==> src/rtl/rxpool_pkg.sv <==
package rxpool_pkg;

  // Per-frame flags, packed so that crc lands in bit 0 and ovf in bit 3.
  typedef struct packed {
    logic ovf;
    logic abort;
    logic valid;
    logic crc;
  } rx_flags_t;

  localparam int unsigned STAT_W = 8;

  function automatic logic [STAT_W-1:0] stat_byte(input rx_flags_t f);
    return {4'b0000, f};
  endfunction

  // Threshold select to byte count; the largest setting equals one pool.
  function automatic int unsigned thr_bytes(input logic [1:0] sel, input int unsigned pool_bytes);
    case (sel)
      2'b00:   return pool_bytes;
      2'b01:   return pool_bytes / 2;
      2'b10:   return 4;
      default: return 2;
    endcase
  endfunction

endpackage

==> src/rtl/rxpool_wr.sv <==
module rxpool_wr
  import rxpool_pkg::*;
#(
  parameter int unsigned POOLS      = 2,
  parameter int unsigned POOL_BYTES = 32,
  parameter int unsigned LEN_W      = 16,
  localparam int unsigned PW        = (POOLS > 1) ? $clog2(POOLS) : 1,
  localparam int unsigned CW        = $clog2(POOL_BYTES + 2)
) (
  input  logic             clk,
  input  logic             rst_n,
  input  logic [1:0]       thr_sel,
  input  logic             in_valid,
  input  logic [7:0]       in_data,
  input  logic             in_last,
  input  logic             in_crc_ok,
  input  logic             in_frame_ok,
  input  logic             in_abort,
  input  logic [POOLS-1:0] busy,
  output logic             wr_en,
  output logic [PW-1:0]    wr_pool,
  output logic [CW-1:0]    wr_idx,
  output logic [7:0]       wr_data,
  output logic             cm_valid,
  output logic             cm_end,
  output logic [CW-1:0]    cm_len,
  output rx_flags_t        cm_flags,
  output logic [LEN_W-1:0] cm_flen
);

  logic [PW-1:0]    pool_q;
  logic [CW-1:0]    cnt_q;
  logic [LEN_W-1:0] flen_q;
  logic             drop_q;
  logic             pend_q;
  rx_flags_t        pend_fl_q;
  logic [LEN_W-1:0] pend_len_q;

  logic [CW-1:0] thr;
  logic [CW-1:0] cnt_inc;
  logic          pool_free;
  logic          store;
  logic          pend_go;
  logic          pend_set;
  rx_flags_t     end_fl;

  assign thr       = CW'(thr_bytes(thr_sel, POOL_BYTES));
  assign cnt_inc   = cnt_q + 1'b1;
  assign pool_free = !busy[pool_q];
  assign store     = in_valid && !pend_q && !drop_q && pool_free;
  assign pend_go   = pend_q && pool_free;
  assign pend_set  = in_valid && !pend_q && !store && in_last && !pool_free;

  always_comb begin
    end_fl       = '0;
    end_fl.crc   = in_crc_ok;
    end_fl.valid = in_frame_ok;
    end_fl.abort = in_abort;
    end_fl.ovf   = !store;
  end

  always_comb begin
    cm_valid = 1'b0;
    cm_end   = 1'b0;
    cm_len   = cnt_inc;
    cm_flags = end_fl;
    cm_flen  = flen_q + 1'b1;
    if (pend_go) begin
      cm_valid = 1'b1;
      cm_end   = 1'b1;
      cm_len   = '0;
      cm_flags = pend_fl_q;
      cm_flen  = pend_len_q;
    end else if (store && (in_last || cnt_inc >= thr)) begin
      cm_valid = 1'b1;
      cm_end   = in_last;
    end else if (in_valid && !pend_q && !store && in_last && pool_free) begin
      // dropped frame ends while a pool is free: status-only chunk
      cm_valid = 1'b1;
      cm_end   = 1'b1;
      cm_len   = cnt_q;
    end
  end

  assign wr_en   = store;
  assign wr_pool = pool_q;
  assign wr_idx  = cnt_q;
  assign wr_data = in_data;

  always_ff @(posedge clk or negedge rst_n) begin
    if (!rst_n) begin
      pool_q     <= '0;
      cnt_q      <= '0;
      flen_q     <= '0;
      drop_q     <= 1'b0;
      pend_q     <= 1'b0;
      pend_fl_q  <= '0;
      pend_len_q <= '0;
    end else begin
      if (cm_valid) begin
        pool_q <= (pool_q == PW'(POOLS - 1)) ? '0 : pool_q + 1'b1;
        cnt_q  <= '0;
      end else if (store) begin
        cnt_q <= cnt_inc;
      end
      if (in_valid) begin
        flen_q <= in_last ? '0 : flen_q + 1'b1;
        if (in_last)     drop_q <= 1'b0;
        else if (!store) drop_q <= 1'b1;
      end
      if (pend_go) begin
        pend_q <= 1'b0;
      end else if (pend_set) begin
        pend_q     <= 1'b1;
        pend_fl_q  <= end_fl;
        pend_len_q <= flen_q + 1'b1;
      end
    end
  end

endmodule

==> src/rtl/rxpool_store.sv <==
module rxpool_store
  import rxpool_pkg::*;
#(
  parameter int unsigned POOLS      = 2,
  parameter int unsigned POOL_BYTES = 32,
  localparam int unsigned PW        = (POOLS > 1) ? $clog2(POOLS) : 1,
  localparam int unsigned CW        = $clog2(POOL_BYTES + 2),
  localparam int unsigned AW        = $clog2(POOL_BYTES)
) (
  input  logic             clk,
  input  logic             rst_n,
  input  logic             wr_en,
  input  logic [PW-1:0]    wr_pool,
  input  logic [CW-1:0]    wr_idx,
  input  logic [7:0]       wr_data,
  input  logic             cm_valid,
  input  logic             cm_end,
  input  logic [CW-1:0]    cm_len,
  input  rx_flags_t        cm_flags,
  input  logic             rel_valid,
  input  logic [PW-1:0]    rel_pool,
  input  logic [PW-1:0]    rd_pool,
  input  logic [CW-1:0]    rd_idx,
  output logic [POOLS-1:0] busy,
  output logic [CW-1:0]    rd_len,
  output logic             rd_end,
  output logic [7:0]       rd_byte
);

  logic [7:0]        mem    [POOLS][POOL_BYTES];
  logic [CW-1:0]     len_q  [POOLS];
  logic [STAT_W-1:0] stat_q [POOLS];
  logic [POOLS-1:0]  end_q;
  logic [POOLS-1:0]  busy_q;

  always_ff @(posedge clk) begin
    if (wr_en) mem[wr_pool][wr_idx[AW-1:0]] <= wr_data;
  end

  always_ff @(posedge clk or negedge rst_n) begin
    if (!rst_n) begin
      busy_q <= '0;
      end_q  <= '0;
      for (int p = 0; p < POOLS; p++) begin
        len_q[p]  <= '0;
        stat_q[p] <= '0;
      end
    end else begin
      for (int p = 0; p < POOLS; p++) begin
        if (cm_valid && wr_pool == PW'(p)) begin
          busy_q[p] <= 1'b1;
          end_q[p]  <= cm_end;
          len_q[p]  <= cm_len;
          stat_q[p] <= stat_byte(cm_flags);
        end else if (rel_valid && rel_pool == PW'(p)) begin
          busy_q[p] <= 1'b0;
        end
      end
    end
  end

  assign busy    = busy_q;
  assign rd_len  = len_q[rd_pool];
  assign rd_end  = end_q[rd_pool];
  assign rd_byte = (rd_end && rd_idx == rd_len) ? stat_q[rd_pool]
                                                : mem[rd_pool][rd_idx[AW-1:0]];

endmodule

==> src/rtl/rxpool_rd.sv <==
module rxpool_rd #(
  parameter int unsigned POOLS      = 2,
  parameter int unsigned POOL_BYTES = 32,
  localparam int unsigned PW        = (POOLS > 1) ? $clog2(POOLS) : 1,
  localparam int unsigned CW        = $clog2(POOL_BYTES + 2)
) (
  input  logic             clk,
  input  logic             rst_n,
  input  logic [POOLS-1:0] busy,
  input  logic [CW-1:0]    rd_len,
  input  logic             rd_end,
  input  logic             rd_ready,
  input  logic             host_rmc,
  output logic [PW-1:0]    rd_pool,
  output logic [CW-1:0]    rd_idx,
  output logic             rd_valid,
  output logic             rd_is_status,
  output logic             rel_valid,
  output logic [PW-1:0]    rel_pool
);

  logic [PW-1:0] pool_q;
  logic [CW-1:0] idx_q;
  logic [CW-1:0] limit;

  assign limit        = rd_len + CW'(rd_end);
  assign rd_valid     = busy[pool_q] && (idx_q < limit);
  assign rd_is_status = rd_valid && rd_end && (idx_q == rd_len);
  assign rel_valid    = host_rmc && busy[pool_q];
  assign rel_pool     = pool_q;
  assign rd_pool      = pool_q;
  assign rd_idx       = idx_q;

  always_ff @(posedge clk or negedge rst_n) begin
    if (!rst_n) begin
      pool_q <= '0;
      idx_q  <= '0;
    end else if (rel_valid) begin
      pool_q <= (pool_q == PW'(POOLS - 1)) ? '0 : pool_q + 1'b1;
      idx_q  <= '0;
    end else if (rd_valid && rd_ready) begin
      idx_q <= idx_q + 1'b1;
    end
  end

endmodule

==> src/rtl/rxpool_buffer.sv <==
module rxpool_buffer
  import rxpool_pkg::*;
#(
  parameter int unsigned POOLS      = 2,
  parameter int unsigned POOL_BYTES = 32
) (
  input  logic       clk,
  input  logic       rst_n,
  input  logic [1:0] cfg_thresh,
  input  logic       in_valid,
  input  logic [7:0] in_data,
  input  logic       in_last,
  input  logic       in_crc_ok,
  input  logic       in_frame_ok,
  input  logic       in_abort,
  output logic       rd_valid,
  input  logic       rd_ready,
  output logic [7:0] rd_data,
  output logic       rd_is_status,
  input  logic       host_rmc,
  output logic       irq_pool_full,
  output logic       irq_msg_end,
  output logic [7:0] len_hi,
  output logic [7:0] len_lo,
  output logic [7:0] rx_stat
);

  localparam int unsigned LEN_W = 16;
  localparam int unsigned PW    = (POOLS > 1) ? $clog2(POOLS) : 1;
  localparam int unsigned CW    = $clog2(POOL_BYTES + 2);

  logic             wr_en;
  logic [PW-1:0]    wr_pool;
  logic [CW-1:0]    wr_idx;
  logic [7:0]       wr_data;
  logic             cm_valid;
  logic             cm_end;
  logic [CW-1:0]    cm_len;
  rx_flags_t        cm_flags;
  logic [LEN_W-1:0] cm_flen;
  logic [POOLS-1:0] busy;
  logic [CW-1:0]    rd_len;
  logic             rd_end;
  logic [PW-1:0]    rd_pool;
  logic [CW-1:0]    rd_idx;
  logic             rel_valid;
  logic [PW-1:0]    rel_pool;

  logic             pf_q;
  logic             me_q;
  logic [LEN_W-1:0] len_q;
  logic [7:0]       stat_q;

  rxpool_wr #(.POOLS(POOLS), .POOL_BYTES(POOL_BYTES), .LEN_W(LEN_W)) u_wr (
    .clk(clk), .rst_n(rst_n), .thr_sel(cfg_thresh),
    .in_valid(in_valid), .in_data(in_data), .in_last(in_last),
    .in_crc_ok(in_crc_ok), .in_frame_ok(in_frame_ok), .in_abort(in_abort),
    .busy(busy), .wr_en(wr_en), .wr_pool(wr_pool), .wr_idx(wr_idx), .wr_data(wr_data),
    .cm_valid(cm_valid), .cm_end(cm_end), .cm_len(cm_len),
    .cm_flags(cm_flags), .cm_flen(cm_flen)
  );

  rxpool_store #(.POOLS(POOLS), .POOL_BYTES(POOL_BYTES)) u_store (
    .clk(clk), .rst_n(rst_n),
    .wr_en(wr_en), .wr_pool(wr_pool), .wr_idx(wr_idx), .wr_data(wr_data),
    .cm_valid(cm_valid), .cm_end(cm_end), .cm_len(cm_len), .cm_flags(cm_flags),
    .rel_valid(rel_valid), .rel_pool(rel_pool), .rd_pool(rd_pool), .rd_idx(rd_idx),
    .busy(busy), .rd_len(rd_len), .rd_end(rd_end), .rd_byte(rd_data)
  );

  rxpool_rd #(.POOLS(POOLS), .POOL_BYTES(POOL_BYTES)) u_rd (
    .clk(clk), .rst_n(rst_n), .busy(busy), .rd_len(rd_len), .rd_end(rd_end),
    .rd_ready(rd_ready), .host_rmc(host_rmc), .rd_pool(rd_pool), .rd_idx(rd_idx),
    .rd_valid(rd_valid), .rd_is_status(rd_is_status),
    .rel_valid(rel_valid), .rel_pool(rel_pool)
  );

  always_ff @(posedge clk or negedge rst_n) begin
    if (!rst_n) begin
      pf_q   <= 1'b0;
      me_q   <= 1'b0;
      len_q  <= '0;
      stat_q <= '0;
    end else begin
      pf_q <= cm_valid && !cm_end;
      me_q <= cm_valid && cm_end;
      if (cm_valid && cm_end) begin
        len_q  <= cm_flen;
        stat_q <= stat_byte(cm_flags);
      end
    end
  end

  assign irq_pool_full = pf_q;
  assign irq_msg_end   = me_q;
  assign len_hi        = len_q[15:8];
  assign len_lo        = len_q[7:0];
  assign rx_stat       = stat_q;

endmodule

==> config.mk <==
export PLATFORM = sky130hd
export DESIGN_NAME = rxpool_buffer
export DESIGN_NICKNAME = d
export VERILOG_FILES = /design/src/rtl/rxpool_pkg.sv /design/src/rtl/rxpool_wr.sv /design/src/rtl/rxpool_store.sv /design/src/rtl/rxpool_rd.sv /design/src/rtl/rxpool_buffer.sv
export SDC_FILE = /design/constraint.sdc
export NUM_CORES = 1
export LEC_CHECK = 0
export BUFFER_PORTS_ARGS = -buffer_cell sky130_fd_sc_hd__buf_2
export CAP_MARGIN = 20
export CORE_MARGIN = 4
export CORE_UTILIZATION = 28
export CTS_CLUSTER_SIZE = 28
export DETAILED_ROUTE_END_ITERATION = 8
export MAX_ROUTING_LAYER = met4
export PLACE_DENSITY = 0.39
export SLEW_MARGIN = 25
export SYNTH_ARGS = -nofsm -noshare
export SYNTH_HDL_FRONTEND = slang
export SYNTH_SLANG_ARGS = --single-unit
==> constraint.sdc <==
create_clock -name clk -period 8.7 [get_ports clk]
set_clock_uncertainty 0.2 [all_clocks]
set_input_delay 1.74 -clock clk [delete_from_list [all_inputs] [get_ports clk]]
set_output_delay 1.74 -clock clk [all_outputs]
set_load 0.02 [all_outputs]
==> results.md <==
* Post-CTS sizing at 0
* Final setup vio count at 0
* CTS sink count at 610
* Critical path type: flip-flop to output pin
* Met3 usage at 2.96%
* Synthesized cell area at 24900 um2
* Clock-pin slew on the worst setup and hold paths at 0.06 ns
* Routability Congestion at 0.749
* Critical Path Sink: rd_data[7]
* Slew Viols, Final at 0
* Crit start category: flip-flop
* Post-CTS Hold Fix Bufs at 0
* Worst skew pair latency at 0.61 ns
* Critical path arrival at 4.33 ns
* Max-Slew Margin vs Limit at 29.7%
* Fin crit share at 72.1%
* Total power at 0.00866 W
* Leading area contributor after synthesis: edfxtp_1
* Worst-Margin Slew at 1.05 ns
* DRC at 0
* Peak supply drop at 208 uV
* WL final at 68100 um
* Synth warn at 0
* Core area at 88400 um2
* Clock buffer count from CTS at 71
* Hold depth at 1
* Synth Flop Type: edfxtp_1
* Setup repair after global routing missed its margin: false
* # port buffers at 50
* Hold Vio Cnt, Final at 0
* First-pass iteration count of the detailed router at 5
* Reg2Reg Setup Slack at 4.28 ns
* Post-CTS Setup Bufs at 0
* Width of the die at 306 um
* Layout filler cell count at 8564
* Max Root-Sink Buffers at 3
* Synth-to-layout area growth at 15.3%
* Number of synthesized flops with an enable pin at 512
* CP Max Fanout at 52
* Post-synth top area share at 61.6%
* Antenna cells at 0
* Multi-input gate area at 6600 um2
* DP Wirelength at 41700 um
* Leakage at 9.66 nW
* Post-Route Setup TNS at 0 ns
* Vias in the first global route at 13500
* Routed vias at 13100
* Sequential area share after synthesis at 71.5%
* WL/cell at 25.1 um
* Worst r2r dst: u_store.mem[1][75]
* Initial antenna violation count at 0
* Mapped Cells at 1435
* DRC marker count from the first detailed-route iteration at 918
* Distinct cells, synth at 66
* Pin count of the biggest net entering global routing at 82
* Minimum clock period at 6.27 ns
* Worst Hold Class: flip-flop to flip-flop
* Met2 usage at 23.2%
* Worst Setup End Kind: output pin
* Final #Nets at 1532
* # IOs at 55
* Met1 usage at 20.2%
* Reg2reg start: u_wr.wr_pool
* Initial Util at 28.2%
* Synth area leaders: edfxtp_1, dfrtp_1, mux4_2
* TritonCTS clock tree: done
* Chip height at 306 um
* Yosys reg bits at 610
* Die Area at 93900 um2
* CTS root buf: clkbuf_16
* H-tree depth at 3
* Most frequent cells in the layout: edfxtp_1, mux4_2, nor2_1
* R2R depth at 4
* Crit path from: u_rd.rd_pool
* Sequential Area at 17800 um2
* Layout cells sized above 1 at 21.4%
* Mean Syn Cell Area at 17.4 um2
* Grt ovf at 0
* Hold_sp: u_wr.pend_fl_q[3]
* Antenna-violating nets left at 0
* Placement Rows at 109
* Vias per Instance at 4.82
* Worst path required time at 6.76 ns
* GRT busiest layer: met2
* Fmax at 160 MHz
* First-pass GRT wire length at 99400 um
* Most common cell after layout, fill and taps aside: edfxtp_1
* All-Layer GR Usage at 14.8%
* Pwr Density at 301 nW/um2
* Max-cap viol count at 0
* Status: completed
* Asr flop ratio synth at 16.1%
synthesized netlist by cell type (all sizes together), types with 19 or more instances:
library cell and count:
mux2 32, mux4 105, nand2 49, buf 50, o21ai 29, dfrtp 98, a21oi 54, o22ai 32
nor2 113, nand3 23, a211oi 19, clkbuf 39, edfxtp 512, mux2i 75, xor2 19
worst max-delay path, cell delays in order, from the launching register on:
cell and delay, ns:
dfrtp_4 1.02, buf_4 0.78, mux4_2 0.59, a211oi_1 0.53
a22oi_1 0.21, a21oi_1 0.19, nor2_1 0.11, buf_2 0.22
cells by family after synthesis:
family                   share of synthesized area (%)
AND/OR/NAND/NOR                                   4.38
XOR/XNOR                                          1.16
AO/OA/AOI/OAI                                     5.99
multiplexers                                      13.9
other                                           0.0150
adder cells (fa/ha/maj)                          0.803
flip-flops                                        71.5
buffers and inverters                             2.23
layer usage:
metal  up-vias  routed length, um
li1       5811                  -
met4         0               1150
met3        88               3160
met5         -                  0
met2       262              32400
met1      6941              31500
where the power goes:
group	switching (W)	total (W)	internal (W)
logic	0.00125	0.00212	0.000876
clock network	0.00121	0.00300	0.00179
registers	0.000193	0.00354	0.00334
total	0.00265	0.00866	0.00601
worst min-delay path by stage:
stage | end | slack (ns)
after floorplan | u_wr.pend_fl_q[3] | 0.24
after global placement | u_wr.pend_fl_q[3] | 0.25
after detailed placement | u_wr.pend_fl_q[3] | 0.26
after CTS | u_wr.pend_fl_q[3] | 0.27
after global routing | u_wr.pend_fl_q[3] | 0.28
final | u_wr.pend_fl_q[3] | 0.27
layout make-up:
class / instances / area share [%]
multi-input combinational: 724 / 23.0
clock buffer: 90 / 6.71
clock inverter: 38 / 1.46
inverter: 15 / 0.196
tap: 1165 / 5.07
sequential: 610 / 62.0
timing repair buffer: 75 / 1.58
state kept, by name, indices dropped and copies added (netlist names), 4 cells and up:
signal,count
rx_stat,4
u_wr.pend_fl_q,4
u_store.len_q,12
len_q,16
u_store.stat_q,8
u_wr.wr_idx,6
u_wr.flen_q,16
u_rd.rd_idx,6
u_store.mem,512
u_wr.pend_len_q,16
per-stage QoR:
stage	hold slack [ns]	utilization [%]	cells	cell area, um2	setup WS (ns)
floorplan	0.240	-	1438	25000	3.78
global placement	0.254	29.9	2589	26400	2.89
detailed placement	0.256	29.9	2589	26400	2.97
CTS	0.271	32.5	2717	28700	2.29
global route	0.284	32.5	2717	28800	2.12
finish	0.270	32.5	2717	28800	2.43
(Power assumes the default switching activity.)
